### src/rtl/ocwd_pkg.sv
package ocwd_pkg;

    typedef enum logic [1:0] {
        POL_STRAP  = 2'b00,
        POL_SNAP   = 2'b01,
        POL_MANUAL = 2'b10,
        POL_KEEP   = 2'b11
    } rec_policy_e;

    localparam int STAMP_W = 3;

endpackage

### src/rtl/ocwd_countdown.sv
module ocwd_countdown
    import ocwd_pkg::*;
#(
    parameter int UNIT_SHORT_TICKS = 294,
    parameter int UNIT_LONG_TICKS  = 2340
) (
    input  logic               clk,
    input  logic               rst_n,
    input  logic               tick,
    input  logic               en,
    input  logic [STAMP_W-1:0] stamp,
    input  logic               long_sel,
    output logic               en_rise,
    output logic               expire
);

    localparam int CW = $clog2(7 * UNIT_LONG_TICKS + 1);
    localparam logic [CW-1:0] U_S = CW'(UNIT_SHORT_TICKS);
    localparam logic [CW-1:0] U_L = CW'(UNIT_LONG_TICKS);

    typedef struct packed {
        logic               en_p;
        logic [STAMP_W-1:0] stamp_p;
        logic               long_p;
        logic               armed;
        logic [CW-1:0]      cnt;
        logic               expire;
    } cd_state_t;

    cd_state_t st_d, st_q;
    logic       chg;
    logic [CW-1:0] load_v;

    always_comb begin
        st_d         = st_q;
        st_d.en_p    = en;
        st_d.stamp_p = stamp;
        st_d.long_p  = long_sel;
        st_d.expire  = 1'b0;
        en_rise = en & ~st_q.en_p;
        chg     = en & st_q.en_p & ((stamp != st_q.stamp_p) | (long_sel != st_q.long_p));
        load_v  = (stamp == '0) ? CW'(1) : CW'(stamp) * (long_sel ? U_L : U_S);
        if (!en) begin
            st_d.armed = 1'b0;
        end else if (en_rise || chg) begin
            st_d.armed = 1'b1;
            st_d.cnt   = load_v;
        end else if (st_q.armed && tick) begin
            if (st_q.cnt == CW'(1)) begin
                st_d.armed  = 1'b0;
                st_d.expire = 1'b1;
            end else begin
                st_d.cnt = st_q.cnt - CW'(1);
            end
        end
    end

    always_ff @(posedge clk or negedge rst_n) begin
        if (!rst_n) st_q <= '0;
        else        st_q <= st_d;
    end

    assign expire = st_q.expire;

    AST_OFF_NO_EXPIRE: assert property (@(posedge clk) disable iff (!rst_n)
        !en |=> !expire);

    AST_IDLE_AFTER_EXPIRE: assert property (@(posedge clk) disable iff (!rst_n)
        expire && $stable(en) && $stable(stamp) && $stable(long_sel) |=> !expire);

endmodule

### src/rtl/ocwd_pulse.sv
module ocwd_pulse #(
    parameter int PULSE_TICKS = 20
) (
    input  logic clk,
    input  logic rst_n,
    input  logic tick,
    input  logic wd_fire,
    input  logic sw_req,
    input  logic reload_ok,
    output logic take,
    output logic active,
    output logic stb,
    output logic sw_busy
);

    localparam int PW = $clog2(PULSE_TICKS + 1);

    typedef struct packed {
        logic          active;
        logic [PW-1:0] cnt;
        logic          stb;
        logic          sw_busy;
    } pl_state_t;

    pl_state_t st_d, st_q;

    always_comb begin
        st_d     = st_q;
        st_d.stb = 1'b0;
        take     = 1'b0;
        if (!st_q.active) begin
            if (wd_fire || sw_req) begin
                st_d.active  = 1'b1;
                st_d.cnt     = PW'(PULSE_TICKS);
                st_d.sw_busy = sw_req;
                st_d.stb     = wd_fire & reload_ok;
                take         = wd_fire & reload_ok;
            end
        end else if (tick && st_q.cnt == PW'(1)) begin
            st_d.active  = 1'b0;
            st_d.sw_busy = 1'b0;
        end else begin
            if (tick) st_d.cnt = st_q.cnt - PW'(1);
            if (sw_req) st_d.sw_busy = 1'b1;
        end
    end

    always_ff @(posedge clk or negedge rst_n) begin
        if (!rst_n) st_q <= '0;
        else        st_q <= st_d;
    end

    assign active  = st_q.active;
    assign stb     = st_q.stb;
    assign sw_busy = st_q.sw_busy;

    AST_STB_IN_PULSE: assert property (@(posedge clk) disable iff (!rst_n)
        stb |-> active);

    AST_STB_ONE_CYCLE: assert property (@(posedge clk) disable iff (!rst_n)
        stb |=> !stb);

    AST_PULSE_HOLD: assert property (@(posedge clk) disable iff (!rst_n)
        active && (st_q.cnt > PW'(1)) |=> active);

    AST_BUSY_IN_PULSE: assert property (@(posedge clk) disable iff (!rst_n)
        sw_busy |-> active);

endmodule

### src/rtl/ocwd_restore.sv
module ocwd_restore
    import ocwd_pkg::*;
#(
    parameter int N_W = 9,
    parameter int M_W = 7
) (
    input  logic           clk,
    input  logic           rst_n,
    input  logic           snap_en,
    input  logic           take,
    input  logic [1:0]     policy,
    input  logic [N_W-1:0] hw_n,
    input  logic [M_W-1:0] hw_m,
    input  logic [N_W-1:0] cur_n,
    input  logic [M_W-1:0] cur_m,
    input  logic [N_W-1:0] man_n,
    output logic [N_W-1:0] rec_n,
    output logic [M_W-1:0] rec_m
);

    typedef struct packed {
        logic [N_W-1:0] snap_n;
        logic [M_W-1:0] snap_m;
        logic [N_W-1:0] rec_n;
        logic [M_W-1:0] rec_m;
    } rs_state_t;

    rs_state_t st_d, st_q;

    always_comb begin
        st_d = st_q;
        if (snap_en) begin
            st_d.snap_n = cur_n;
            st_d.snap_m = cur_m;
        end
        if (take) begin
            case (rec_policy_e'(policy))
                POL_STRAP:  begin st_d.rec_n = hw_n;        st_d.rec_m = hw_m;        end
                POL_SNAP:   begin st_d.rec_n = st_q.snap_n; st_d.rec_m = st_q.snap_m; end
                POL_MANUAL: begin st_d.rec_n = man_n;       st_d.rec_m = st_q.snap_m; end
                default:    begin st_d.rec_n = cur_n;       st_d.rec_m = cur_m;       end
            endcase
        end
    end

    always_ff @(posedge clk or negedge rst_n) begin
        if (!rst_n) st_q <= '0;
        else        st_q <= st_d;
    end

    assign rec_n = st_q.rec_n;
    assign rec_m = st_q.rec_m;

    AST_REC_HELD: assert property (@(posedge clk) disable iff (!rst_n)
        !take |=> $stable(rec_n) && $stable(rec_m));

endmodule

### src/rtl/ocwd_guard.sv
module ocwd_guard
    import ocwd_pkg::*;
#(
    parameter int UNIT_SHORT_TICKS = 294,
    parameter int UNIT_LONG_TICKS  = 2340,
    parameter int PULSE_TICKS      = 20,
    parameter int N_W              = 9,
    parameter int M_W              = 7
) (
    input  logic           clk,
    input  logic           rst_n,
    input  logic           tick,
    input  logic           wd_en,
    input  logic [2:0]     wd_stamp,
    input  logic           wd_long,
    input  logic           reset_only,
    input  logic [1:0]     rec_policy,
    input  logic [N_W-1:0] man_n,
    input  logic [N_W-1:0] hw_n,
    input  logic [M_W-1:0] hw_m,
    input  logic [N_W-1:0] cur_n,
    input  logic [M_W-1:0] cur_m,
    input  logic           sw_rst_req,
    input  logic           alarm_clr,
    output logic           sys_rst_n,
    output logic           alarm,
    output logic           reload_stb,
    output logic [N_W-1:0] rec_n,
    output logic [M_W-1:0] rec_m,
    output logic           sw_rst_busy
);

    logic en_rise, expire, take, active;
    logic alarm_d, alarm_q;

    ocwd_countdown #(
        .UNIT_SHORT_TICKS(UNIT_SHORT_TICKS),
        .UNIT_LONG_TICKS (UNIT_LONG_TICKS)
    ) cnt_i (
        .clk     (clk),
        .rst_n   (rst_n),
        .tick    (tick),
        .en      (wd_en),
        .stamp   (wd_stamp),
        .long_sel(wd_long),
        .en_rise (en_rise),
        .expire  (expire)
    );

    ocwd_pulse #(
        .PULSE_TICKS(PULSE_TICKS)
    ) pulse_i (
        .clk      (clk),
        .rst_n    (rst_n),
        .tick     (tick),
        .wd_fire  (expire),
        .sw_req   (sw_rst_req),
        .reload_ok(~reset_only),
        .take     (take),
        .active   (active),
        .stb      (reload_stb),
        .sw_busy  (sw_rst_busy)
    );

    ocwd_restore #(
        .N_W(N_W),
        .M_W(M_W)
    ) rest_i (
        .clk    (clk),
        .rst_n  (rst_n),
        .snap_en(en_rise),
        .take   (take),
        .policy (rec_policy),
        .hw_n   (hw_n),
        .hw_m   (hw_m),
        .cur_n  (cur_n),
        .cur_m  (cur_m),
        .man_n  (man_n),
        .rec_n  (rec_n),
        .rec_m  (rec_m)
    );

    always_comb begin
        alarm_d = alarm_q;
        if (expire)         alarm_d = 1'b1;
        else if (alarm_clr) alarm_d = 1'b0;
    end

    always_ff @(posedge clk or negedge rst_n) begin
        if (!rst_n) alarm_q <= 1'b0;
        else        alarm_q <= alarm_d;
    end

    assign alarm     = alarm_q;
    assign sys_rst_n = ~active;

    AST_ALARM_ON_EXPIRE: assert property (@(posedge clk) disable iff (!rst_n)
        expire |=> alarm);

    AST_RESET_ON_EXPIRE: assert property (@(posedge clk) disable iff (!rst_n)
        expire |=> !sys_rst_n);

    AST_ALARM_ONLY_BY_EXPIRE: assert property (@(posedge clk) disable iff (!rst_n)
        !alarm && !expire |=> !alarm);

endmodule

### config.mk
export PLATFORM = sky130hd
export DESIGN_NAME = ocwd_guard
export DESIGN_NICKNAME = d
export VERILOG_FILES = /design/src/rtl/ocwd_pkg.sv /design/src/rtl/ocwd_countdown.sv /design/src/rtl/ocwd_pulse.sv /design/src/rtl/ocwd_restore.sv /design/src/rtl/ocwd_guard.sv
export SDC_FILE = /design/constraint.sdc
export NUM_CORES = 1
export LEC_CHECK = 0
export ABC_AREA = 1
export BUFFER_PORTS_ARGS = -buffer_cell sky130_fd_sc_hd__buf_2
export CAP_MARGIN = 20
export CORE_UTILIZATION = 40
export DETAILED_ROUTE_END_ITERATION = 7
export SLEW_MARGIN = 20
export SYNTH_ARGS = -nofsm -noshare
export SYNTH_HDL_FRONTEND = slang
export SYNTH_SLANG_ARGS = --single-unit
export TNS_END_PERCENT = 1
### constraint.sdc
create_clock -name clk -period 1.44 [get_ports clk]
set_input_delay 0.216 -clock clk [delete_from_list [all_inputs] [get_ports clk]]
set_output_delay 0.216 -clock clk [all_outputs]
set_load 0.02 [all_outputs]
# Yosys cells after proc, flatten, opt, wreduce, memory -nomap -nowiden
# Cells that the tools add are included.
[classes]
add_sub_neg = 2
n_mul = 1
n_eq_ne = 12
muxes = 24
bitwise = 8
n_reduce_logical = 13
[ops]
columns = ["op", "n"]
rows = [
  ["case mux 16 bit (3 select lines)", 1],
  ["2-to-1 mux 14 bit", 2],
  ["2-to-1 mux 16 bit", 1],
  ["2-to-1 mux 15 bit", 1],
  ["equality test 14 x 1 -> 1 bit (second input constant)", 1],
  ["multiplier 3 x 14 -> 14 bit", 1],
  ["2-to-1 mux 1 bit", 14],
  ["subtractor 14 x 1 -> 14 bit (second input constant)", 1],
  ["2-to-1 mux 12 bit", 1],
  ["2-to-1 mux 5 bit", 2],
  ["2-to-1 mux 8 bit", 1],
  ["2-to-1 mux 6 bit", 1],
  ["inequality test 3 x 1 -> 1 bit (second input constant)", 2],
  ["AND reduction 3 bit", 2],
  ["nonzero test 2 bit", 3],
  ["equality test 5 x 1 -> 1 bit (second input constant)", 1],
  ["subtractor 5 x 1 -> 5 bit (second input constant)", 1],
  ["bitwise AND 1 bit", 4],
  ["inequality test 2 bit (second input constant)", 2],
  ["AND reduction 2 bit", 2],
  ["zero test 3 bit", 1],
  ["inequality test 3 bit", 1],
  ["inequality test 3 bit (second input constant)", 1],
  ["inverter 1 bit", 3],
  ["other kinds (8)", 10],
]
[word_totals]
regBits = 62
input_bits = 54
out_inout_bits = 20
wordCells = 75

# Depth between registers and ports, before layout
# Gate-level depths: netlist of run 1.
[depth]
depth_word = 6
mapped_depth = 14
ltp_nobuf = 14

# Modules after synthesis
# A second synthesis of run 1 with hierarchy kept.
[hier_totals]
hier_cells = 560
hier_area_um2 = 4073.9
[by_module_without_submodules]
columns = ["mod", "n_inst", "cells_each", "area_per_inst_um2", "seq_area_each_um2"]
rows = [
  ["ocwd_restore", 1, 232, 1843.0, 800.8],
  ["ocwd_countdown", 1, 262, 1712.9, 525.5],
  ["ocwd_pulse", 1, 59, 470.5, 200.2],
  ["ocwd_guard", 1, 7, 47.5, 25.0],
]

# Worst setup path before layout of run 1
# OpenSTA, ideal clock, no wires.
[synth_path]
path_type = "input to register"
from = "input port wd_stamp[2]"
to = "register cnt_i.st_q[12] in the netlist's numbering"
setup_time_ns = 0.117
arrival_time_ns = 1.683
required_ns = 1.323
path_slack_ns = -0.360
cell_stages = 13
n_path_buf = 0
cell_sequence = "inv_2 > nor2_1 > ha_1 > ha_1 > fa_1 > nand2_1 > o22ai_1 > nand2_1 > inv_1 > nand2_1 > o21ai_1 > nand2_1 > nand2_1"
[synth_via]
elab_chain_cells = 6
word_cells_on_any_way = 11
classes_between = "mul (1); eq/ne (2); mux (2); bitwise (2); reduce/logical (4)"
[synth_lines]
columns = ["element", "line_no", "text"]
rows = [
  ["from (decl)", "ocwd_guard.sv:14", "input logic [2:0] wd_stamp,"],
  ["parallel branches: the longest is 6 deep, another holds multiplier 3 x 14 -> 14 bit", "--", ""],
  ["to (signal assigned)", "ocwd_countdown.sv:60", "else st_q <= st_d;"],
  ["to (decl)", "ocwd_countdown.sv:30", "cd_state_t st_d, st_q;"],
]
# Parallel ways; which one is timed is not known.
# A chain may end at the register's enable or synchronous reset.

# Worst setup path after layout of run 1
[layout_path]
from = "register cnt_i.st_q[8] in the netlist's numbering"
to = "register cnt_i.st_q[12] in the netlist's numbering"
[layout_via]
elab_chain_cells = 4
word_cells_on_any_way = 7
classes_between = "add/sub (1); eq/ne (2); mux (3); reduce/logical (1)"
[layout_lines]
columns = ["element", "line_no", "text"]
rows = [
  ["subtractor 14 x 1 -> 14 bit", "ocwd_countdown.sv:53", "st_d.cnt = st_q.cnt - CW'(1);"],
  ["2-to-1 mux 14 bit", "ocwd_countdown.sv:49", "if (st_q.cnt == CW'(1)) begin"],
  ["2-to-1 mux 16 bit", "ocwd_countdown.sv:48", "end else if (st_q.armed && tick) begin"],
  ["2-to-1 mux 15 bit", "ocwd_countdown.sv:45", "end else if (en_rise || chg) begin"],
]
# Parallel ways exist; a longest one is shown, timed or not. The select of a mux whose other input is x is not followed.

==> run_summary.xml, run 1 <==
<?xml version="1.0" encoding="UTF-8"?>
<metrics>
  <group name="layout">
    <metric name="layout_common_cells" unit="">sky130_fd_sc_hd__nand2_1, sky130_fd_sc_hd__buf_2, sky130_fd_sc_hd__dfrtp_1</metric>
    <metric name="finalInstanceArea" unit="mm^2">0.00465</metric>
    <metric name="post_route_cells_drive_above_1_share" unit="">0.323</metric>
    <metric name="mostFrequentLayoutCell" unit="">sky130_fd_sc_hd__nand2_1</metric>
    <metric name="nNetsFinal" unit="">633</metric>
    <metric name="syn2layout_area_growth" unit="%">28.3</metric>
    <metric name="antenna_cells_inserted" unit="">0</metric>
  </group>
  <group name="grt">
    <metric name="global_route.overflow_total" unit="">0</metric>
    <metric name="wire_length_of_the_first_global_routing_pass" unit="mm">15.2</metric>
    <metric name="antenna_violations_before_repair" unit="">0</metric>
    <metric name="grt_pass1_vias" unit="">3345</metric>
    <metric name="grt_util_all_layers" unit="">0.197</metric>
    <metric name="maximum_number_of_pins_on_one_net_before_global_route_repair" unit="">63</metric>
  </group>
  <group name="setup_path">
    <metric name="critPathLaunch" unit="">cnt_i.st_q[8]</metric>
    <metric name="regToRegStartpoint" unit="">cnt_i.st_q[8]</metric>
    <metric name="timing_worst_setup_path_type" unit="">register to register</metric>
    <metric name="required" unit="ps">1720</metric>
    <metric name="endpoint_class_of_the_critical_path" unit="">register</metric>
    <metric name="crit_path_start_kind" unit="">register</metric>
    <metric name="crit_fanout" unit="">6</metric>
    <metric name="critPathArrivalTime" unit="ps">1800</metric>
  </group>
  <group name="logic_synthesis">
    <metric name="postSynthNetCount" unit="">529</metric>
    <metric name="avgSynthCellArea" unit="um^2">7.78</metric>
    <metric name="synthArstFlopShare" unit="">1.00</metric>
    <metric name="synth-edff-count" unit="">0</metric>
    <metric name="synthesis.area" unit="mm^2">0.00362</metric>
    <metric name="seq_total_area_yosys" unit="">0.428</metric>
    <metric name="dominantRegCellSynth" unit="">sky130_fd_sc_hd__dfrtp_1</metric>
    <metric name="synth_warnings" unit="">0</metric>
    <metric name="yosys_register_bits" unit="">62</metric>
    <metric name="synthesis.instances" unit="">466</metric>
    <metric name="synth.lib_cells_used.distinct" unit="">37</metric>
  </group>
  <group name="sta">
    <metric name="finalCriticalPeriod" unit="ps">1520</metric>
    <metric name="fmax" unit="MHz">657</metric>
    <metric name="layout_setup_ws" unit="ps">-81.2</metric>
    <metric name="worst_clock_skew" unit="ps">9.01</metric>
    <metric name="final.period_utilization" unit="">1.06</metric>
    <metric name="timing_worst_slew_pin_value" unit="ps">619</metric>
    <metric name="timing.max_slew.rel_slack" unit="">0.583</metric>
    <metric name="maxSlewViolCount" unit="">0</metric>
    <metric name="timing.final.setup_violations" unit="">14</metric>
    <metric name="report.final.hold_viol_count" unit="">0</metric>
    <metric name="fin_hold_ws" unit="ps">23.4</metric>
    <metric name="rsz0062_at_grt" unit="">true</metric>
  </group>
  <group name="clocking">
    <metric name="ctsLongestPathBuffers" unit="">2</metric>
    <metric name="clk_pin_slew" unit="ps">80</metric>
    <metric name="clock_sink_count" unit="">62</metric>
    <metric name="worst_skew_pair.late_latency" unit="ps">340</metric>
    <metric name="cts_root_buffer" unit="">sky130_fd_sc_hd__clkbuf_8</metric>
    <metric name="cts_tree" unit="">built</metric>
    <metric name="ctsHtreeMaxLevel" unit="">3</metric>
    <metric name="tritoncts.num_buffers" unit="">9</metric>
  </group>
  <group name="status">
    <metric name="violations" unit="">setup timing</metric>
    <metric name="status" unit="">finished with violations</metric>
  </group>
  <group name="drt">
    <metric name="number_of_drc_markers_in_iteration_0" unit="">112</metric>
    <metric name="num_vias" unit="">3360</metric>
    <metric name="detailedRoute.firstPassIterationCount" unit="">4</metric>
    <metric name="met2_wirelength" unit="mm">4.20</metric>
    <metric name="drt.antenna.violating_nets" unit="">0</metric>
    <metric name="post_drt_via_cell_ratio" unit="">4.92</metric>
    <metric name="drt_wl_total" unit="mm">8.73</metric>
    <metric name="avgRoutedWirePerCell" unit="um">12.8</metric>
    <metric name="route.detailed.drc" unit="">0</metric>
    <metric name="highest_layer_used_for_signal_routing" unit="">met4</metric>
    <metric name="met3WireLength" unit="um">405</metric>
    <metric name="route.layer.met1.wl" unit="mm">4.07</metric>
  </group>
  <group name="floorplan">
    <metric name="dieHeight" unit="um">97.2</metric>
    <metric name="rows" unit="">34</metric>
    <metric name="die_w" unit="um">97.2</metric>
    <metric name="ios" unit="">74</metric>
    <metric name="start_util" unit="">0.414</metric>
    <metric name="floorplan.die_area" unit="mm^2">0.00945</metric>
    <metric name="fp.coreArea" unit="mm^2">0.00876</metric>
  </group>
  <group name="pwr">
    <metric name="irDropWorstVdd" unit="V">0.000431</metric>
    <metric name="leakagePower" unit="nW">2.44</metric>
    <metric name="power_density" unit="mW/mm^2">1070</metric>
  </group>
  <group name="job">
    <metric name="max_cap_viol_count" unit="">0</metric>
  </group>
  <group name="placement">
    <metric name="gp_congestion" unit="">0.880</metric>
    <metric name="placed_cell_area" unit="mm^2">0.00432</metric>
    <metric name="numPortBuffers" unit="">73</metric>
    <metric name="dp.final_hpwl" unit="mm">6.41</metric>
  </group>
  <group name="hold_path">
    <metric name="hold_path.class" unit="">input port to register</metric>
    <metric name="holdCritStartpoint" unit="">reset_only</metric>
  </group>
</metrics>
timing repair:
action,4_1_cts,5_1_grt
hold buffers,1,0
resized for setup,14,22
pin swaps,12,7
endpoints found under the setup margin,15,23
hold endpoints to repair,62,0
buffers inserted,0,3
critical path: stages (launching register included):
cell                      delay, ps
sky130_fd_sc_hd__dfrtp_1        390
sky130_fd_sc_hd__nor2_2         140
sky130_fd_sc_hd__nand2_1         70
sky130_fd_sc_hd__nor3_2         180
sky130_fd_sc_hd__nand2_1        120
sky130_fd_sc_hd__nand2_2        110
sky130_fd_sc_hd__nand2_4         70
sky130_fd_sc_hd__inv_1          200
sky130_fd_sc_hd__nand2_1        100
sky130_fd_sc_hd__nand2_1         70
layer usage:
layer	track usage	vias to the layer above
li1	-	1702
met1	0.258	1569
met2	0.324	85
met3	0.0496	4
met4	0.0494	0
met5	0	-
final cells by class:
class,count,area (um^2)
fill,852,4110
clock inverter,7,50.0
tap,108,135
clock buffer,9,124
multi-input combinational,322,1790
inverter,53,219
sequential,62,1550
timing repair buffer,122,782
sequential cells by signal (all words and copies together) (netlist names), 5 cells and up:
signal,count
rest_i.st_q,16
pulse_i.st_q,5
rest_i.rec_m,7
cnt_i.st_q,20
rest_i.rec_n,9
cells in the mapped netlist, types with 2 or more instances:
cell	number	area [um^2]
sky130_fd_sc_hd__o21ai_2	2	17.5
sky130_fd_sc_hd__nand2_4	2	22.5
sky130_fd_sc_hd__nor2_2	3	18.8
sky130_fd_sc_hd__buf_2	3	15.0
sky130_fd_sc_hd__nand4_1	5	31.3
sky130_fd_sc_hd__a21oi_1	7	35.0
sky130_fd_sc_hd__a21o_1	2	15.0
sky130_fd_sc_hd__xor2_1	10	87.6
sky130_fd_sc_hd__buf_6	3	33.8
sky130_fd_sc_hd__nand3_1	30	150
sky130_fd_sc_hd__nor3_1	5	25.0
sky130_fd_sc_hd__nand2_2	2	12.5
sky130_fd_sc_hd__a221oi_1	16	140
sky130_fd_sc_hd__nand2_1	118	443
sky130_fd_sc_hd__o21ai_1	3	15.0
sky130_fd_sc_hd__buf_4	16	120
sky130_fd_sc_hd__inv_2	3	11.3
sky130_fd_sc_hd__clkinv_1	2	7.51
sky130_fd_sc_hd__dfrtp_1	62	1550
sky130_fd_sc_hd__ha_1	8	100
sky130_fd_sc_hd__nor2_1	55	206
sky130_fd_sc_hd__inv_1	48	180
sky130_fd_sc_hd__mux2_4	2	30.0
sky130_fd_sc_hd__mux2_2	5	56.3
sky130_fd_sc_hd__clkbuf_1	6	22.5
sky130_fd_sc_hd__o21ai_0	37	185
power by group:
part | internal, mW | switching [mW] | leakage (nW)
Sequential | 1.98 | 0.180 | 0.771
Combinational | 0.657 | 0.806 | 1.58
Clock | 0.625 | 0.739 | 0.0816
Total | 3.26 | 1.72 | 2.44
path summary, 6_finish.rpt:
kind / slack, ps / depth (start not counted) / to
worst max-delay path: -80 / 9 / cnt_i.st_q[12]
worst min-delay path: 20 / 2 / pulse_i.stb
worst max register to register: -80 / 9 / cnt_i.st_q[12]
worst min register to register: 480 / 2 / rest_i.rec_m[3]
max in group asynchronous: 770 / 3 / cnt_i.st_q[10]
min in group asynchronous: 400 / 3 / rest_i.rec_n[1]
per-stage QoR:
step | power, mW | setup WS [ps] | setup TNS [ps] | utilization | std cells
after CTS | 4.98 | -39.1 | -290 | 0.520 | 680
after floorplan | 3.02 | -259 | -1150 | - | 466
after global placement | 3.52 | -520 | -4080 | 0.493 | 663
after global routing | 5.33 | -173 | -2210 | 0.531 | 683
final | 4.99 | -81.2 | -678 | 0.531 | 683
after detailed placement | 3.56 | -548 | -4580 | 0.493 | 663
cells by family (layout without fill, tap and decap cells):
group / count (synthesis) / count (layout) / synth area share
AO/OA/AOI/OAI: 71 / 71 / 0.120
AND/OR/NAND/NOR: 224 / 224 / 0.259
adder cells (fa/ha/maj): 9 / 9 / 0.0331
flip-flops: 62 / 62 / 0.428
multiplexers: 7 / 7 / 0.0238
buffers and inverters: 82 / 191 / 0.109
XOR/XNOR: 11 / 11 / 0.0266
No activity file was read; power rests on OpenSTA's default activity.
==> run 2: changes to the inputs <==
ABC_AREA = 0   (was 1)
REMOVE_ABC_BUFFERS = 1   (was unset)
==> run 2 against run 1 <==
Against the previous run: the run still ends with setup timing left; hold slack improved by 88 ps; non-clock buffer count rose by 16; highest routed layer unchanged; final area fell by 0.30%.
==> run_summary.xml, run 2 <==
<?xml version="1.0" encoding="UTF-8"?>
<metrics>
  <group name="clocking">
    <metric name="clock_sink_count" unit="">62</metric>
    <metric name="clk_pin_slew" unit="ps">80</metric>
    <metric name="cts_tree" unit="">built</metric>
    <metric name="tritoncts.num_buffers" unit="">9</metric>
    <metric name="ctsHtreeMaxLevel" unit="">3</metric>
    <metric name="worst_skew_pair.late_latency" unit="ps">350</metric>
    <metric name="ctsLongestPathBuffers" unit="">2</metric>
    <metric name="cts_root_buffer" unit="">sky130_fd_sc_hd__clkbuf_8</metric>
  </group>
  <group name="logic_synthesis">
    <metric name="synthDominantAreaCellType" unit="">sky130_fd_sc_hd__dfrtp_1</metric>
    <metric name="synthesis.instances" unit="">337</metric>
    <metric name="synth_warnings" unit="">0</metric>
    <metric name="synthArstFlopShare" unit="">1.00</metric>
    <metric name="synth.most_common_cell" unit="">sky130_fd_sc_hd__dfrtp_1</metric>
    <metric name="synth.lib_cells_used.distinct" unit="">53</metric>
    <metric name="post_synth_main_area_contributors" unit="">sky130_fd_sc_hd__dfrtp_1, sky130_fd_sc_hd__mux2_2, sky130_fd_sc_hd__nand2_1</metric>
    <metric name="ys_top_cells_by_count" unit="">sky130_fd_sc_hd__dfrtp_1, sky130_fd_sc_hd__nand2_1, sky130_fd_sc_hd__mux2_2</metric>
    <metric name="seq_total_area_yosys" unit="">0.445</metric>
    <metric name="synth_compound_gate_area_share" unit="">0.0865</metric>
    <metric name="synth_largest_type_area_fraction" unit="">0.445</metric>
    <metric name="avgSynthCellArea" unit="um^2">10.3</metric>
    <metric name="post_synth_and_or_nand_nor_area_fraction" unit="">0.169</metric>
    <metric name="synthesis.area" unit="mm^2">0.00349</metric>
    <metric name="post_synth_mux_area_share" unit="">0.143</metric>
    <metric name="yosys.area_share.xor_xnor" unit="">0.0502</metric>
    <metric name="dominantRegCellSynth" unit="">sky130_fd_sc_hd__dfrtp_1</metric>
    <metric name="synth-edff-count" unit="">0</metric>
    <metric name="yosys_register_bits" unit="">62</metric>
    <metric name="dominant_combinational_cell_family_by_area_after_synthesis" unit="">simple AND/OR/NAND/NOR gates</metric>
    <metric name="post_synth_fa_ha_maj_area_fraction" unit="">0.0344</metric>
  </group>
  <group name="sta">
    <metric name="timing.max_slew.rel_slack" unit="">0.729</metric>
    <metric name="fmax" unit="MHz">529</metric>
    <metric name="timing.final.setup_violations" unit="">21</metric>
    <metric name="timing_worst_slew_pin_value" unit="ps">402</metric>
    <metric name="report.final.hold_viol_count" unit="">0</metric>
    <metric name="layout_setup_ws" unit="ps">-452</metric>
    <metric name="maxSlewViolCount" unit="">0</metric>
    <metric name="finalCriticalPeriod" unit="ps">1890</metric>
    <metric name="rsz0062_at_grt" unit="">true</metric>
    <metric name="final.period_utilization" unit="">1.31</metric>
    <metric name="fin_hold_ws" unit="ps">111</metric>
    <metric name="worst_clock_skew" unit="ps">12.0</metric>
  </group>
  <group name="drt">
    <metric name="number_of_drc_markers_in_iteration_0" unit="">93</metric>
    <metric name="detailedRoute.firstPassIterationCount" unit="">4</metric>
    <metric name="post_drt_via_cell_ratio" unit="">5.02</metric>
    <metric name="drt.antenna.violating_nets" unit="">0</metric>
    <metric name="drt_wl_total" unit="mm">8.30</metric>
    <metric name="route.detailed.drc" unit="">0</metric>
    <metric name="num_vias" unit="">2832</metric>
    <metric name="avgRoutedWirePerCell" unit="um">14.7</metric>
  </group>
  <group name="pwr">
    <metric name="irDropWorstVdd" unit="V">0.000577</metric>
    <metric name="post-layout-total-power" unit="mW">5.14</metric>
    <metric name="power_density" unit="mW/mm^2">1110</metric>
    <metric name="leakagePower" unit="nW">2.23</metric>
  </group>
  <group name="floorplan">
    <metric name="ios" unit="">74</metric>
    <metric name="dieHeight" unit="um">95.4</metric>
    <metric name="floorplan.die_area" unit="mm^2">0.00910</metric>
    <metric name="die_w" unit="um">95.4</metric>
    <metric name="fp.coreArea" unit="mm^2">0.00834</metric>
    <metric name="rows" unit="">33</metric>
    <metric name="start_util" unit="">0.418</metric>
  </group>
  <group name="setup_path">
    <metric name="crit_fanout" unit="">2</metric>
    <metric name="critPathArrivalTime" unit="ps">2120</metric>
    <metric name="critical_path.top_delay_family" unit="">simple AND/OR/NAND/NOR gates</metric>
    <metric name="regToRegStartpoint" unit="">cnt_i.st_q[7]</metric>
    <metric name="crit_path_start_kind" unit="">register</metric>
    <metric name="crit_path_cell_trace" unit="">or3_4, or4_4, o31a_2, o31a_1</metric>
    <metric name="worst_path_max_delay_cell" unit="">sky130_fd_sc_hd__or4_4</metric>
    <metric name="crit_path_max_incr_delay" unit="ps">420</metric>
    <metric name="timing_worst_setup_path_type" unit="">register to register</metric>
    <metric name="endpoint_class_of_the_critical_path" unit="">register</metric>
    <metric name="critPathLaunch" unit="">cnt_i.st_q[7]</metric>
    <metric name="path_buf_inv" unit="">0</metric>
    <metric name="required" unit="ps">1670</metric>
  </group>
  <group name="layout">
    <metric name="largest_register_ffs" unit="">20</metric>
    <metric name="fillerInstances" unit="">756</metric>
    <metric name="largest-register" unit="">cnt_i.st_q</metric>
    <metric name="post_route_cells_drive_above_1_share" unit="">0.464</metric>
    <metric name="layout_common_cells" unit="">sky130_fd_sc_hd__buf_2, sky130_fd_sc_hd__dfrtp_1, sky130_fd_sc_hd__buf_4</metric>
    <metric name="syn2layout_area_growth" unit="%">33.0</metric>
    <metric name="final_core_utilization" unit="">0.556</metric>
    <metric name="nNetsFinal" unit="">517</metric>
    <metric name="area.sequential" unit="mm^2">0.00155</metric>
    <metric name="antenna_cells_inserted" unit="">0</metric>
    <metric name="multi_input_area" unit="mm^2">0.00180</metric>
    <metric name="mostFrequentLayoutCell" unit="">sky130_fd_sc_hd__buf_2</metric>
  </group>
  <group name="hold_path">
    <metric name="hold_path.class" unit="">input port to register</metric>
    <metric name="holdCritStartpoint" unit="">cur_n[2]</metric>
  </group>
  <group name="status">
    <metric name="violations" unit="">setup timing</metric>
    <metric name="status" unit="">finished with violations</metric>
  </group>
  <group name="grt">
    <metric name="wire_length_of_the_first_global_routing_pass" unit="mm">13.3</metric>
    <metric name="maximum_number_of_pins_on_one_net_before_global_route_repair" unit="">33</metric>
    <metric name="global_route.overflow_total" unit="">0</metric>
    <metric name="grt_pass1_vias" unit="">2807</metric>
    <metric name="grt_util_all_layers" unit="">0.193</metric>
    <metric name="antenna_violations_before_repair" unit="">0</metric>
  </group>
  <group name="placement">
    <metric name="numPortBuffers" unit="">73</metric>
    <metric name="place_ws" unit="ps">-500</metric>
    <metric name="gp_congestion" unit="">0.802</metric>
    <metric name="dp.final_hpwl" unit="mm">6.34</metric>
  </group>
  <group name="job">
    <metric name="max_cap_viol_count" unit="">0</metric>
  </group>
</metrics>
==> run 2: cell count changes after synthesis, sizes merged, moves of 7 or more <==
cell    previous run  this run
mux2               7        20
a221oi            16         0
nor3               5        12
nand3             31        10
mux2i              0         7
nand2            122        58
nor2              58        20
mux4               0         9
xnor2              1        16
inv               51        11
o21ai             42        14
==> run 2: area by class of cell <==
class                      count  share of cell area
tap                          105              0.0283
multi-input combinational    231               0.389
sequential                    62               0.335
clock inverter                 6              0.0148
timing repair buffer         138               0.194
clock buffer                  10              0.0297
inverter                      12             0.00998
==> run 2: final timing paths <==
check	end	slack (ps)	cells after the start
max	cnt_i.st_q[13]	-450	4
min	rest_i.st_q[25]	110	2
max reg2reg	cnt_i.st_q[13]	-450	4
min reg2reg	rest_i.rec_n[4]	470	2
max in group asynchronous	rest_i.rec_m[4]	560	3
min in group asynchronous	cnt_i.st_q[16]	300	2
==> run 2: cell families after synthesis <==
| kind of cell | count (synthesis) |
|---|---|
| simple gates | 121 |
| flops | 62 |
| compound gates | 45 |
| buf+inv | 44 |
| mux | 36 |
| xor+xnor | 20 |
| fa+ha+maj | 9 |
==> run 2: routing by layer <==
metal / global-route usage / share of wire / vias to the layer above
met5: 0 / 0 / -
met4: 0.0622 / 0.013 / 0
met3: 0.0399 / 0.032 / 9
met2: 0.318 / 0.50 / 47
met1: 0.253 / 0.46 / 1375
li1: - / - / 1401
==> run 2: report_power, final <==
| group | leakage (nW) | switching, mW | internal, mW | total, mW |
|---|---|---|---|---|
| clock | 0.103 | 0.740 | 0.855 | 1.59 |
| sequential | 0.757 | 0.144 | 1.98 | 2.12 |
| combinational | 1.37 | 0.663 | 0.757 | 1.42 |
| total | 2.23 | 1.55 | 3.59 | 5.14 |
==> run 2: what timing repair did <==
| item | in CTS | in global routing |
|---|---|---|
| endpoints found under the setup margin | 32 | 34 |
| endpoints found under the hold margin | 12 | 0 |
| hold buffers | 1 | 0 |
| gates resized for setup | 31 | 5 |
| cloned | 1 | 0 |
| pin swaps | 10 | 6 |
| buffers inserted | 0 | 1 |
==> run 2: per-stage QoR <==
step,setup TNS (ps),instances,area [um^2]
2_1_floorplan,-10130,305,3280
5_1_grt,-8280,564,4640
6_report,-6560,564,4640
3_3_place_gp,-8320,545,4280
3_5_place_dp,-9520,545,4280
4_1_cts,-6570,563,4610
==> run 3: changes to the inputs <==
BUFFER_PORTS_ARGS = -buffer_cell sky130_fd_sc_hd__clkbuf_2   (was -buffer_cell sky130_fd_sc_hd__buf_2)
==> run 3 against run 2 <==
Against the previous run: the flow still finishes with violations (setup timing); sequential cell count did not move; hold slack improved by 20 ps; utilization barely moved; clock-buffer cell count did not move; critical path type unchanged; critical path depth rose by 2; first-iteration DRC count rose by 13%; final area barely moved; sequential power barely moved; register-to-register slack got worse by 60 ps; fmax fell by 3.3%.
==> run_summary.xml, run 3 (synthesis gave the netlist of run 2 again) <==
<?xml version="1.0" encoding="UTF-8"?>
<metrics>
  <group name="drt">
    <metric name="post_drt_via_cell_ratio" unit="">5.03</metric>
    <metric name="drt.antenna.violating_nets" unit="">0</metric>
    <metric name="detailedRoute.firstPassIterationCount" unit="">4</metric>
    <metric name="number_of_drc_markers_in_iteration_0" unit="">105</metric>
    <metric name="num_vias" unit="">2848</metric>
    <metric name="drt_wl_total" unit="mm">7.93</metric>
    <metric name="avgRoutedWirePerCell" unit="um">14.0</metric>
    <metric name="route.detailed.drc" unit="">0</metric>
  </group>
  <group name="sta">
    <metric name="report.final.hold_viol_count" unit="">0</metric>
    <metric name="finalCriticalPeriod" unit="ps">1960</metric>
    <metric name="maxSlewViolCount" unit="">0</metric>
    <metric name="timing.max_slew.rel_slack" unit="">0.726</metric>
    <metric name="fin_hold_ws" unit="ps">132</metric>
    <metric name="worst_clock_skew" unit="ps">8.32</metric>
    <metric name="fmax" unit="MHz">511</metric>
    <metric name="timing_worst_slew_pin_value" unit="ps">404</metric>
    <metric name="rsz0062_at_grt" unit="">true</metric>
    <metric name="final.period_utilization" unit="">1.36</metric>
    <metric name="timing.final.setup_violations" unit="">21</metric>
    <metric name="layout_setup_ws" unit="ps">-515</metric>
    <metric name="fin_setup_tns" unit="ps">-7200</metric>
  </group>
  <group name="pwr">
    <metric name="power_density" unit="mW/mm^2">1120</metric>
    <metric name="leakagePower" unit="nW">2.24</metric>
    <metric name="irDropWorstVdd" unit="V">0.000548</metric>
  </group>
  <group name="grt">
    <metric name="antenna_violations_before_repair" unit="">0</metric>
    <metric name="grt_pass1_vias" unit="">2748</metric>
    <metric name="global_route.overflow_total" unit="">0</metric>
    <metric name="wire_length_of_the_first_global_routing_pass" unit="mm">12.6</metric>
    <metric name="maximum_number_of_pins_on_one_net_before_global_route_repair" unit="">29</metric>
    <metric name="grt_util_all_layers" unit="">0.181</metric>
  </group>
  <group name="setup_path">
    <metric name="r2r_slack" unit="ps">-520</metric>
    <metric name="critPathArrivalTime" unit="ps">2210</metric>
    <metric name="timing_worst_setup_path_type" unit="">register to register</metric>
    <metric name="crit_path_max_incr_delay" unit="ps">570</metric>
    <metric name="worst_path_max_delay_cell" unit="">sky130_fd_sc_hd__or4_4</metric>
    <metric name="crit_fanout" unit="">10</metric>
    <metric name="required" unit="ps">1700</metric>
    <metric name="crit_path_start_kind" unit="">register</metric>
    <metric name="crit_path_cell_trace" unit="">or4_4, nor4_4, buf_6, nor2_4, a211o_1, o211ai_2</metric>
    <metric name="endpoint_class_of_the_critical_path" unit="">register</metric>
  </group>
  <group name="status">
    <metric name="status" unit="">finished with violations</metric>
    <metric name="violations" unit="">setup timing</metric>
  </group>
  <group name="layout">
    <metric name="area.sequential" unit="mm^2">0.00155</metric>
    <metric name="syn2layout_area_growth" unit="%">32.9</metric>
    <metric name="layout_common_cells" unit="">sky130_fd_sc_hd__clkbuf_2, sky130_fd_sc_hd__dfrtp_1, sky130_fd_sc_hd__buf_4</metric>
    <metric name="largest-register" unit="">cnt_i.st_q</metric>
    <metric name="fillerInstances" unit="">771</metric>
    <metric name="antenna_cells_inserted" unit="">0</metric>
    <metric name="finalInstanceArea" unit="mm^2">0.00463</metric>
    <metric name="final_core_utilization" unit="">0.556</metric>
    <metric name="multi_input_area" unit="mm^2">0.00176</metric>
    <metric name="nNetsFinal" unit="">519</metric>
    <metric name="mostFrequentLayoutCell" unit="">sky130_fd_sc_hd__clkbuf_2</metric>
    <metric name="post_route_cells_drive_above_1_share" unit="">0.458</metric>
    <metric name="largest_register_ffs" unit="">20</metric>
  </group>
  <group name="clocking">
    <metric name="cts_tree" unit="">built</metric>
    <metric name="clk_pin_slew" unit="ps">70</metric>
    <metric name="ctsHtreeMaxLevel" unit="">3</metric>
    <metric name="ctsLongestPathBuffers" unit="">2</metric>
    <metric name="worst_skew_pair.late_latency" unit="ps">330</metric>
    <metric name="cts_root_buffer" unit="">sky130_fd_sc_hd__clkbuf_8</metric>
    <metric name="tritoncts.num_buffers" unit="">9</metric>
    <metric name="clock_sink_count" unit="">62</metric>
  </group>
  <group name="placement">
    <metric name="gp_congestion" unit="">0.803</metric>
    <metric name="dp.final_hpwl" unit="mm">6.15</metric>
    <metric name="place_ws" unit="ps">-481</metric>
    <metric name="placed_cell_area" unit="mm^2">0.00432</metric>
    <metric name="numPortBuffers" unit="">73</metric>
  </group>
  <group name="floorplan">
    <metric name="ios" unit="">74</metric>
    <metric name="dieHeight" unit="um">95.4</metric>
    <metric name="fp.coreArea" unit="mm^2">0.00834</metric>
    <metric name="rows" unit="">33</metric>
    <metric name="start_util" unit="">0.418</metric>
    <metric name="floorplan.die_area" unit="mm^2">0.00910</metric>
    <metric name="die_w" unit="um">95.4</metric>
  </group>
  <group name="job">
    <metric name="max_cap_viol_count" unit="">0</metric>
  </group>
  <group name="hold_path">
    <metric name="hold_path.class" unit="">input port to register</metric>
  </group>
</metrics>
[run 3: changes by cell type in the layout (fill, tap and decap cells not counted), moves of 3 or more]
cell and delta:
sky130_fd_sc_hd__xnor2_2 -3, sky130_fd_sc_hd__buf_2 -74, sky130_fd_sc_hd__xnor2_1 +3, sky130_fd_sc_hd__buf_4 +3, sky130_fd_sc_hd__clkbuf_2 +73
[run 3: path summary, 6_finish.rpt]
check,cells past startpoint,end,startpoint
max,6,cnt_i.st_q[12],cnt_i.st_q[5]
min,2,rest_i.st_q[29],cur_n[6]
max reg2reg,6,cnt_i.st_q[12],cnt_i.st_q[5]
min reg2reg,2,rest_i.rec_n[7],rest_i.rec_n[7]
max in group asynchronous,3,cnt_i.st_q[11],rst_n
min in group asynchronous,2,cnt_i.st_q[3],rst_n
[run 3: layer usage]
| layer | global-route usage | vias up | routed length [um] |
|---|---|---|---|
| li1 | - | 1402 | - |
| met1 | 0.226 | 1383 | 3540 |
| met2 | 0.308 | 51 | 3960 |
| met3 | 0.0415 | 12 | 306 |
| met4 | 0.0609 | 0 | 125 |
| met5 | 0 | - | 0 |
[run 3: per-stage QoR]
stage	power (mW)	cells
after floorplan	2.79	305
after global placement	3.42	548
after detailed placement	3.46	548
after CTS	5.22	565
after global routing	5.50	566
final	5.19	566
[run 3: area by class of cell]
| class | instances | share of cell area |
|---|---|---|
| Clock buffer | 10 | 0.0297 |
| Clock inverter | 6 | 0.0181 |
| Inverter | 12 | 0.00999 |
| Multi-Input combinational cell | 231 | 0.380 |
| Sequential cell | 62 | 0.335 |
| Tap cell | 105 | 0.0283 |
| Timing Repair Buffer | 140 | 0.200 |
[run 3: timing repair]
action / CTS / global route
buffers inserted: 0 / 1
endpoints found under the hold margin: 12 / 0
gates resized for setup: 17 / 10
hold buffers: 1 / 0
pin swaps: 5 / 4
endpoints found under the setup margin: 29 / 27
[run 3: power by group]
group / switching (mW) / internal (mW) / total (mW) / leakage, nW
Combinational: 0.632 / 0.739 / 1.37 / 1.37
Clock: 0.681 / 1.02 / 1.70 / 0.116
Sequential: 0.138 / 1.98 / 2.12 / 0.757
Total: 1.45 / 3.74 / 5.19 / 2.24
[run 3: worst max-delay path: cells and delay by family (launching register included)]
family | cells | cell delay (ps)
AO/OA/AOI/OAI | 2 | 320
AND/OR/NAND/NOR | 3 | 990
buffers and inverters | 1 | 200
flip-flops | 1 | 380
